## src/rtl/exc_entry_pkg.sv

```systemverilog
package exc_entry_pkg;
  localparam int unsigned XLEN   = 32;
  localparam int unsigned CODE_W = 5;
  localparam int unsigned SEL_W  = 2;

  // status fields
  localparam int unsigned ST_EXL = 1;
  localparam int unsigned ST_BEV = 22;
  localparam int unsigned ST_CU1 = 29;

  // cause fields
  localparam int unsigned CA_CODE_LO = 2;
  localparam int unsigned CA_CE_LO   = 28;
  localparam int unsigned CA_CE_W    = 2;
  localparam int unsigned CA_BD      = 31;

  // shadow-set control fields
  localparam int unsigned SRS_W      = 4;
  localparam int unsigned SRS_CSS_LO = 0;
  localparam int unsigned SRS_PSS_LO = 6;
  localparam int unsigned SRS_ESS_LO = 12;

  localparam logic [XLEN-1:0] STATUS_RST = 32'h0040_0000;

  localparam logic [CODE_W-1:0] CODE_INT = 5'd0;

  typedef enum logic [SEL_W-1:0] {
    SEL_STATUS = 2'd0,
    SEL_CAUSE  = 2'd1,
    SEL_EPC    = 2'd2,
    SEL_SRS    = 2'd3
  } cp0_sel_e;
endpackage

```

## src/rtl/exc_slot_decode.sv

```systemverilog
module exc_slot_decode
  import exc_entry_pkg::*;
#(
  parameter int unsigned INSN_BYTES = 4,
  parameter logic [XLEN-1:0] GEN_OFF = 32'h0000_0180
) (
  input  logic [XLEN-1:0]   pc_i,
  input  logic [XLEN-1:0]   npc_i,
  input  logic [CODE_W-1:0] code_i,
  output logic              delay_slot_o,
  output logic [XLEN-1:0]   ret_pc_o,
  output logic [XLEN-1:0]   vec_off_o
);
  localparam logic [XLEN-1:0] STEP = XLEN'(INSN_BYTES);

  always_comb begin
    delay_slot_o = (pc_i + STEP) != npc_i;
    ret_pc_o     = delay_slot_o ? (pc_i - STEP) : pc_i;
    vec_off_o    = (code_i == CODE_INT) ? '0 : GEN_OFF;
  end
endmodule

```

## src/rtl/exc_srs_ctl.sv

```systemverilog
module exc_srs_ctl
  import exc_entry_pkg::*;
(
  input  logic            clk_i,
  input  logic            rst_ni,
  input  logic            rotate_i,
  input  logic            we_i,
  input  logic [XLEN-1:0] wdata_i,
  output logic [XLEN-1:0] srsctl_o
);
  logic [XLEN-1:0] srs_q;

  always_ff @(posedge clk_i or negedge rst_ni) begin
    if (!rst_ni) begin
      srs_q <= '0;
    end else if (rotate_i) begin
      srs_q[SRS_PSS_LO +: SRS_W] <= srs_q[SRS_CSS_LO +: SRS_W];
      srs_q[SRS_CSS_LO +: SRS_W] <= srs_q[SRS_ESS_LO +: SRS_W];
    end else if (we_i) begin
      srs_q <= wdata_i;
    end
  end

  assign srsctl_o = srs_q;
endmodule

```

## src/rtl/exc_vector_gen.sv

```systemverilog
module exc_vector_gen
  import exc_entry_pkg::*;
#(
  parameter logic [XLEN-1:0] BASE_NORM = 32'h8000_0000,
  parameter logic [XLEN-1:0] BASE_BOOT = 32'hBFC0_0200,
  parameter logic [XLEN-1:0] RESET_VEC = 32'hBFC0_0000
) (
  input  logic            clk_i,
  input  logic            rst_ni,
  input  logic            fault_i,
  input  logic            reset_i,
  input  logic            bev_i,
  input  logic [XLEN-1:0] off_i,
  output logic            valid_o,
  output logic [XLEN-1:0] pc_o
);
  logic [XLEN-1:0] tgt_d;

  always_comb begin
    if (reset_i)    tgt_d = RESET_VEC;
    else if (bev_i) tgt_d = BASE_BOOT + off_i;
    else            tgt_d = BASE_NORM + off_i;
  end

  always_ff @(posedge clk_i or negedge rst_ni) begin
    if (!rst_ni) begin
      valid_o <= 1'b0;
      pc_o    <= '0;
    end else begin
      valid_o <= fault_i | reset_i;
      if (fault_i | reset_i) pc_o <= tgt_d;
    end
  end
endmodule

```

## src/rtl/exc_entry_ctrl.sv

```systemverilog
module exc_entry_ctrl
  import exc_entry_pkg::*;
#(
  parameter int unsigned INSN_BYTES = 4,
  parameter logic [31:0] GEN_OFF    = 32'h0000_0180,
  parameter logic [31:0] BASE_NORM  = 32'h8000_0000,
  parameter logic [31:0] BASE_BOOT  = 32'hBFC0_0200,
  parameter logic [31:0] RESET_VEC  = 32'hBFC0_0000
) (
  input  logic        clk_i,
  input  logic        rst_ni,
  input  logic        fault_req_i,
  input  logic [4:0]  fault_code_i,
  input  logic [31:0] pc_i,
  input  logic [31:0] npc_i,
  input  logic        reset_req_i,
  input  logic        sw_we_i,
  input  logic [1:0]  sw_sel_i,
  input  logic [31:0] sw_wdata_i,
  output logic [31:0] status_o,
  output logic [31:0] cause_o,
  output logic [31:0] epc_o,
  output logic [31:0] srsctl_o,
  output logic        redirect_valid_o,
  output logic [31:0] redirect_pc_o
);
  logic [XLEN-1:0] status_q, cause_q, epc_q;
  logic            fault_take, sw_ok, rotate;
  logic            delay_slot;
  logic [XLEN-1:0] ret_pc, vec_off;
  cp0_sel_e        sel;

  assign sel        = cp0_sel_e'(sw_sel_i);
  assign fault_take = fault_req_i & ~reset_req_i;
  assign sw_ok      = sw_we_i & ~fault_req_i & ~reset_req_i;
  assign rotate     = fault_take & ~status_q[ST_EXL] & ~status_q[ST_BEV];

  exc_slot_decode #(
    .INSN_BYTES(INSN_BYTES),
    .GEN_OFF   (GEN_OFF)
  ) u_decode (
    .pc_i        (pc_i),
    .npc_i       (npc_i),
    .code_i      (fault_code_i),
    .delay_slot_o(delay_slot),
    .ret_pc_o    (ret_pc),
    .vec_off_o   (vec_off)
  );

  exc_srs_ctl u_srs (
    .clk_i   (clk_i),
    .rst_ni  (rst_ni),
    .rotate_i(rotate),
    .we_i    (sw_ok && sel == SEL_SRS),
    .wdata_i (sw_wdata_i),
    .srsctl_o(srsctl_o)
  );

  exc_vector_gen #(
    .BASE_NORM(BASE_NORM),
    .BASE_BOOT(BASE_BOOT),
    .RESET_VEC(RESET_VEC)
  ) u_vec (
    .clk_i  (clk_i),
    .rst_ni (rst_ni),
    .fault_i(fault_take),
    .reset_i(reset_req_i),
    .bev_i  (status_q[ST_BEV]),
    .off_i  (vec_off),
    .valid_o(redirect_valid_o),
    .pc_o   (redirect_pc_o)
  );

  always_ff @(posedge clk_i or negedge rst_ni) begin
    if (!rst_ni) begin
      status_q <= STATUS_RST;
    end else if (reset_req_i) begin
      status_q[ST_BEV] <= 1'b1;
      status_q[ST_CU1] <= 1'b1;
    end else if (fault_take) begin
      status_q[ST_EXL] <= 1'b1;
    end else if (sw_ok && sel == SEL_STATUS) begin
      status_q <= sw_wdata_i;
    end
  end

  always_ff @(posedge clk_i or negedge rst_ni) begin
    if (!rst_ni) begin
      cause_q <= '0;
    end else if (fault_take) begin
      cause_q[CA_CODE_LO +: CODE_W]  <= fault_code_i;
      cause_q[CA_CE_LO +: CA_CE_W]   <= '0;
      cause_q[CA_BD]                 <= delay_slot;
    end else if (sw_ok && sel == SEL_CAUSE) begin
      cause_q <= sw_wdata_i;
    end
  end

  always_ff @(posedge clk_i or negedge rst_ni) begin
    if (!rst_ni) begin
      epc_q <= '0;
    end else if (fault_take) begin
      epc_q <= ret_pc;
    end else if (sw_ok && sel == SEL_EPC) begin
      epc_q <= sw_wdata_i;
    end
  end

  assign status_o = status_q;
  assign cause_o  = cause_q;
  assign epc_o    = epc_q;
endmodule

```

## config.mk

```make
export PLATFORM = sky130hd
export DESIGN_NAME = exc_entry_ctrl
export DESIGN_NICKNAME = d
export VERILOG_FILES = /design/src/rtl/exc_entry_pkg.sv /design/src/rtl/exc_slot_decode.sv /design/src/rtl/exc_srs_ctl.sv /design/src/rtl/exc_vector_gen.sv /design/src/rtl/exc_entry_ctrl.sv
export SDC_FILE = /design/constraint.sdc
export NUM_CORES = 1
export LEC_CHECK = 0
export BUFFER_PORTS_ARGS = -buffer_cell sky130_fd_sc_hd__buf_2
export CORE_ASPECT_RATIO = 0.75
export CORE_MARGIN = 1.5
export CORE_UTILIZATION = 50
export DETAILED_ROUTE_END_ITERATION = 16
export GPL_TIMING_DRIVEN = 0
export PLACE_DENSITY = 0.76
export SYNTH_ARGS = -nofsm -noshare
export SYNTH_HDL_FRONTEND = slang
export SYNTH_HIERARCHICAL = 1
export SYNTH_SLANG_ARGS = --single-unit
```

## constraint.sdc

```tcl
create_clock -name clk_i -period 5.3 [get_ports clk_i]
set_input_delay 1.325 -clock clk_i [delete_from_list [all_inputs] [get_ports clk_i]]
set_output_delay 1.325 -clock clk_i [all_outputs]
set_load 0.01 [all_outputs]
```

==> results.cfg, run 1 <==
[placed_design]
gp_congestion = 0.9439
place.port_buffers = 253
dpl-instance-area_um2 = 11300
hpwl_um = 21580
placed_cells = 1431

[sta]
hold_violations = 0
slew_viol_final = 0
finClkSkew_ps = 13.03
worst_hold_slack_ps = 498.5
tightest_slew_ps = 939.1
post-route-min-period_ps = 4322
finalSetupViolations = 0
setup_tns_ps = 0
finalCritPeriodShare_pct = 81.55
grt_setup_unrepaired = false
slew_headroom_pct = 36.91
fmax_mhz = 231.4

[cts]
clockBufferDepth = 2
cts_resized = 0
cts_root_buffer = clkbuf_16
htreeDepth = 4
post_cts_buffers = 0
cts_buffers = 17
cts_sinks = 161
clk_pin_slew_ps = 70
clk_latency_ps = 430
cts_tree = done
cts-hold-fix-buffers = 0

[floorplanning]
rows = 43
chipWidth_um = 162.8
io_pins = 269
core_area_um2 = 18620
dieArea_um2 = 20000
initial_core_util_pct = 51.45
die_h_um = 122.9

[power_and_ir_drop]
peakVddDrop_mv = 0.2491
power.density_nw_per_um2 = 322.1
p_leak_nw = 5.384

[worst_setup_path]
crit_buf_inv = 2
cpPeakStageDelay_ps = 590
endpoint_kind = flip-flop
path_common_cell = nand4_1
reg2reg_depth = 5
path_class = input pin to flip-flop
cp_max_fo = 10
slowest_stage = nor4_1
reg2reg_from = status_o[22]
crit_chain = buf_2 -> ha_1 -> nand4_1 -> nor4_1 -> nand4_1 -> xnor2_1 -> nor4b_1 -> nand4_1 -> buf_2 -> nand4_1 -> xnor2_1 -> mux2_2 -> mux2_2
reg2reg_to = u_vec/pc_o[29]
cp_top_family = simple AND/OR/NAND/NOR gates
arrival_ps = 4640
critical_path_required_ps = 5620
crit_path_start_kind = input pin
rrSetupSlack_ps = 3050

[routing]
totalWireLength_um = 28750
drtIter0Drc = 904
firstDrtPassIters = 5
vias = 8332
vias_per_cell = 5.691
wl_per_cell_um = 19.64
drtAntennaViolNets = 0
drc = 0

[logic_synthesis]
yosysTopAreaCell = dfrtp_1
synth_top_area_share_pct = 41.80
synth.avg_cell_area_um2 = 10.63
syn_inst = 901
ys_seq_elements = 161
ys_types = 74
yosysMostFrequentCell = dfrtp_1
synthTopCellsByArea = dfrtp_1 (42%), mux2_2 (14%), xnor2_1 (4.4%)
synth_area_um2 = 9578
synthArstFlopShare_pct = 100.0
synth_warnings = 6
synth_edf_count = 0
seq_area_frac_synth_pct = 42.08
synth_ff_type = dfrtp_1
synth.cells.most_frequent = dfrtp_1 (160), mux2_2 (117), nor2_1 (61)

[grt]
gr-total-overflow = 0
grt_pass1_vias = 7736
antenna_found_initial = 0
grt_first_pass_wirelength_um = 43590
grtUsageTotal_pct = 28.70
grt_max_degree = 92

[status]
outcome = complete, no violations

[finish]
drive_gt1_share_pct = 42.60
finalCoreUtilization_pct = 64.05
fin_cells = 1464
area_growth_pct = 24.49
design_area_um2 = 11920
nNetsFinal = 1314

[flow_run]
maxCapViolations = 0

[hold_path]
min_path_type = flip-flop to flip-flop
worstHoldPathCells = 1
min_from = status_o[12]
hold_end = status_o[12]
==> routing by layer <==
metal  vias to the layer above  global-route usage, %  wire length [um]
li1                       3810                      -                 -
met1                      4046                  41.25             12980
met2                       431                  42.29             12410
met3                        45                  7.536              2769
met4                         0                  8.888               589
met5                         -                      0                 0
==> layout make-up <==
cell class / instances / area [um2]
timing repair buffer: 254 / 1304
inverter: 12 / 45.04
antenna: 1 / 2.502
fill: 1570 / 6691
multi-input combinational: 666 / 5024
buffer: 91 / 588.1
clock inverter: 11 / 151.4
sequential: 161 / 4030
tap: 247 / 309.0
clock buffer: 21 / 470.5
==> flip-flops by register name (all words and copies together) (netlist names) <==
| name | cells |
|---|---|
| u_vec/pc_o | 32 |
| u_vec/valid_o | 1 |
| cause_o | 32 |
| status_o | 32 |
| u_srs/srsctl_o | 32 |
| epc_o | 32 |
==> layout by cell type (no fill, tap or decap), drive strengths merged, types with 3 or more instances in the layout <==
cell type / Yosys / routed
a211o: 4 / 4
a211oi: 10 / 10
a21oi: 15 / 15
a311oi: 3 / 3
a31oi: 15 / 15
and2: 3 / 3
and3: 11 / 11
and4: 11 / 11
buf: 71 / 325
bufinv: 0 / 3
clkbuf: 20 / 41
clkinvlp: 0 / 4
conb: 1 / 30
dfrtp: 160 / 160
ha: 3 / 3
inv: 11 / 14
mux2: 142 / 142
mux2i: 22 / 22
nand2: 51 / 51
nand2b: 9 / 9
nand3: 35 / 35
nand4: 24 / 24
nor2: 61 / 61
nor2b: 6 / 6
nor3: 22 / 22
nor3b: 8 / 8
nor4: 22 / 22
nor4b: 5 / 5
o2111ai: 4 / 4
o21ai: 31 / 31
o31ai: 5 / 5
or2: 3 / 3
or3: 6 / 6
or4: 5 / 5
xnor2: 48 / 48
xor2: 29 / 29
==> worst reg2reg max path: stages (launching register included) <==
cell     delay, ps
dfstp_2        580
buf_6          160
or4b_4         510
or4_4          460
o311a_1        300
nor3_1         170
==> how the worst max path moves through the flow <==
| stage | startpoint | endpoint | slack (ps) | cells after the start |
|---|---|---|---|---|
| global placement | rst_ni | epc_o[15] | 370 | 1 |
| global route | pc_i[2] | epc_o[4] | 840 | 13 |
| CTS | pc_i[2] | epc_o[16] | 1090 | 14 |
| detailed placement | pc_i[2] | epc_o[9] | 660 | 13 |
| floorplan | pc_i[17] | epc_o[31] | 1230 | 11 |
| finish | pc_i[2] | epc_o[15] | 980 | 13 |
==> report_power, final <==
| group | leakage, nW | switching (W) | internal [W] |
|---|---|---|---|
| combinational | 3.15 | 0.000493 | 0.000456 |
| clock | 0.293 | 0.000535 | 0.000784 |
| sequential | 1.94 | 0.000124 | 0.00145 |
| total | 5.38 | 0.00115 | 0.00269 |
==> per-stage QoR <==
| stage | setup WS (ps) | total power [W] |
|---|---|---|
| after global routing | 841.6 | 0.004001 |
| after global placement | 372.6 | 0.002500 |
| after floorplan | 1232 | 0.002100 |
| after CTS | 1092 | 0.003849 |
| after detailed placement | 657.5 | 0.002527 |
| final | 977.9 | 0.003840 |
==> logic make-up (layout without fill, tap and decap cells) <==
kind of cell / after synthesis / after routing / share of synthesized area [%]
other: 1 / 31 / 0.03915
DFF: 161 / 161 / 42.08
buffers and inverters: 103 / 389 / 6.610
and+or+nand+nor: 291 / 291 / 17.03
muxes: 164 / 164 / 19.90
xor gates and xnor gates: 77 / 77 / 7.041
AOI/OAI and AO/OA: 101 / 101 / 6.911
adders and majority gates: 3 / 3 / 0.3919
Power figures use the tool's default switching activity.
==> run 2: changes to the inputs <==
- CORE_UTILIZATION: 50 -> 48
- clock period: 5.3 -> 3.77 ns (I/O delays scaled with it)
==> run 2 against run 1 <==
Via count is 0.30% lower. Largest power group unchanged. Hold slack worse by 46 ps. Combinational power is 42% higher. Critical endpoint is now epc_o[11]. Design area is 0.43% higher.
==> results.cfg, run 2 (synthesis results as in run 1) <==
[finish]
drive_gt1_share_pct = 43.39
fillers = 1637
final_common_cell = buf_2
final_cell_mix = buf_2 (274), dfrtp_1 (160), mux2_2 (117), nor2_1 (61), nand2_1 (50)
insertedDiodeCount = 0
area_growth_pct = 25.03
design_area_um2 = 11980
finalCoreUtilization_pct = 61.62
nNetsFinal = 1317

[floorplanning]
dieArea_um2 = 20820
io_pins = 269
chipWidth_um = 166.1
rows = 44
core_area_um2 = 19430
initial_core_util_pct = 49.29
die_h_um = 125.3

[worst_setup_path]
critical_path_required_ps = 4070
arrival_ps = 4040
cp_max_fo = 10
reg2reg_depth = 5
endpoint_kind = flip-flop
path_class = input pin to flip-flop
rrSetupSlack_ps = 1530
reg2reg_to = u_vec/pc_o[29]
crit_path_start_kind = input pin
reg2reg_from = status_o[22]

[cts]
cts_sinks = 161
cts_tree = done
htreeDepth = 4
cts_root_buffer = clkbuf_16
clk_pin_slew_ps = 60
cts-hold-fix-buffers = 0
clk_latency_ps = 420
clockBufferDepth = 2
cts_buffers = 17

[sta]
slew_viol_final = 0
post-route-min-period_ps = 3735
finClkSkew_ps = 7.868
setup_ws_ps = 34.64
tightest_slew_ps = 957.6
fmax_mhz = 267.7
hold_violations = 0
finalCritPeriodShare_pct = 99.08
finalSetupViolations = 0
slew_headroom_pct = 35.67

[routing]
wl_per_cell_um = 19.73
vias_per_cell = 5.651
drtIter0Drc = 775
drc = 0
firstDrtPassIters = 5
vias = 8307
drtAntennaViolNets = 0
totalWireLength_um = 29000

[placed_design]
place.port_buffers = 253
gp_congestion = 0.9433
hpwl_um = 22320
place_ws_ps = -570.3
dpl-instance-area_um2 = 11310

[grt]
grtUsageTotal_pct = 27.78
grt_pass1_vias = 7682
antenna_found_initial = 0
grt_first_pass_wirelength_um = 44620
grt_max_degree = 97
gr-total-overflow = 0

[power_and_ir_drop]
p_leak_nw = 5.393
power.density_nw_per_um2 = 428.8
peakVddDrop_mv = 0.3141

[hold_path]
min_path_type = input pin to async pin

[flow_run]
maxCapViolations = 0

[status]
outcome = complete, no violations
run 2: area by class of cell:
type	count	area, um2	area share (%)
inverter	12	45.04	0.3761
timing repair buffer	257	1329	11.10
multi-input combinational	666	5116	42.72
clock inverter	12	90.09	0.7523
buffer	91	609.3	5.088
sequential	161	4030	33.65
tap	253	316.6	2.643
clock buffer	18	439.2	3.667
run 2: worst max path at each step:
| stage | endpoint | slack [ps] | start |
|---|---|---|---|
| 6_report | epc_o[11] | 30 | pc_i[6] |
| 5_1_grt | epc_o[11] | -6 | pc_i[5] |
| 4_1_cts | epc_o[29] | 40 | pc_i[2] |
| 3_5_place_dp | epc_o[29] | -570 | pc_i[2] |
| 3_3_place_gp | cause_o[1] | -720 | rst_ni |
| 2_1_floorplan | epc_o[31] | 80 | pc_i[17] |
run 2: critical path: stages:
cell and delay (ps):
buf_2 110, clkbuf_1 390, nand4_1 310, or4_1 580, and3_1 250, a2111oi_4 230, nand4_1 120, buf_4 180
buf_6 140, nand3_1 100, xnor2_1 140, mux2_2 290, mux2_2 260
run 2: repair_timing:
item,4_1_cts,5_1_grt
setup endpoints to repair,28,29
setup buffers,2,1
pin swaps,1,3
gates resized for setup,9,15
run 2: routing by layer:
layer | up-vias | share of wire [%] | track usage, % | wire (um)
li1 | 3802 | - | - | -
met1 | 4042 | 45 | 40.74 | 13080
met2 | 430 | 44 | 41.30 | 12710
met3 | 33 | 9.9 | 7.154 | 2877
met4 | 0 | 1.2 | 5.988 | 337
met5 | - | 0 | 0 | 0
run 2: through the flow:
stage / total power [W] / hold WS [ps] / setup TNS (ps) / std cells
after floorplan: 0.002953 / 516.2 / 0 / 930
after global placement: 0.003531 / 469.8 / -124430 / 1436
after detailed placement: 0.003572 / 487.1 / -14680 / 1437
final: 0.005135 / 452.1 / 0 / 1470
after global routing: 0.005388 / 492.3 / -5.996 / 1470
after CTS: 0.005151 / 478.3 / 0 / 1469
run 2: power breakdown:
part / internal, W / total [W] / switching (W)
Sequential: 0.00204 / 0.00221 / 0.000177
Clock: 0.000854 / 0.00157 / 0.000715
Combinational: 0.000644 / 0.00135 / 0.000709
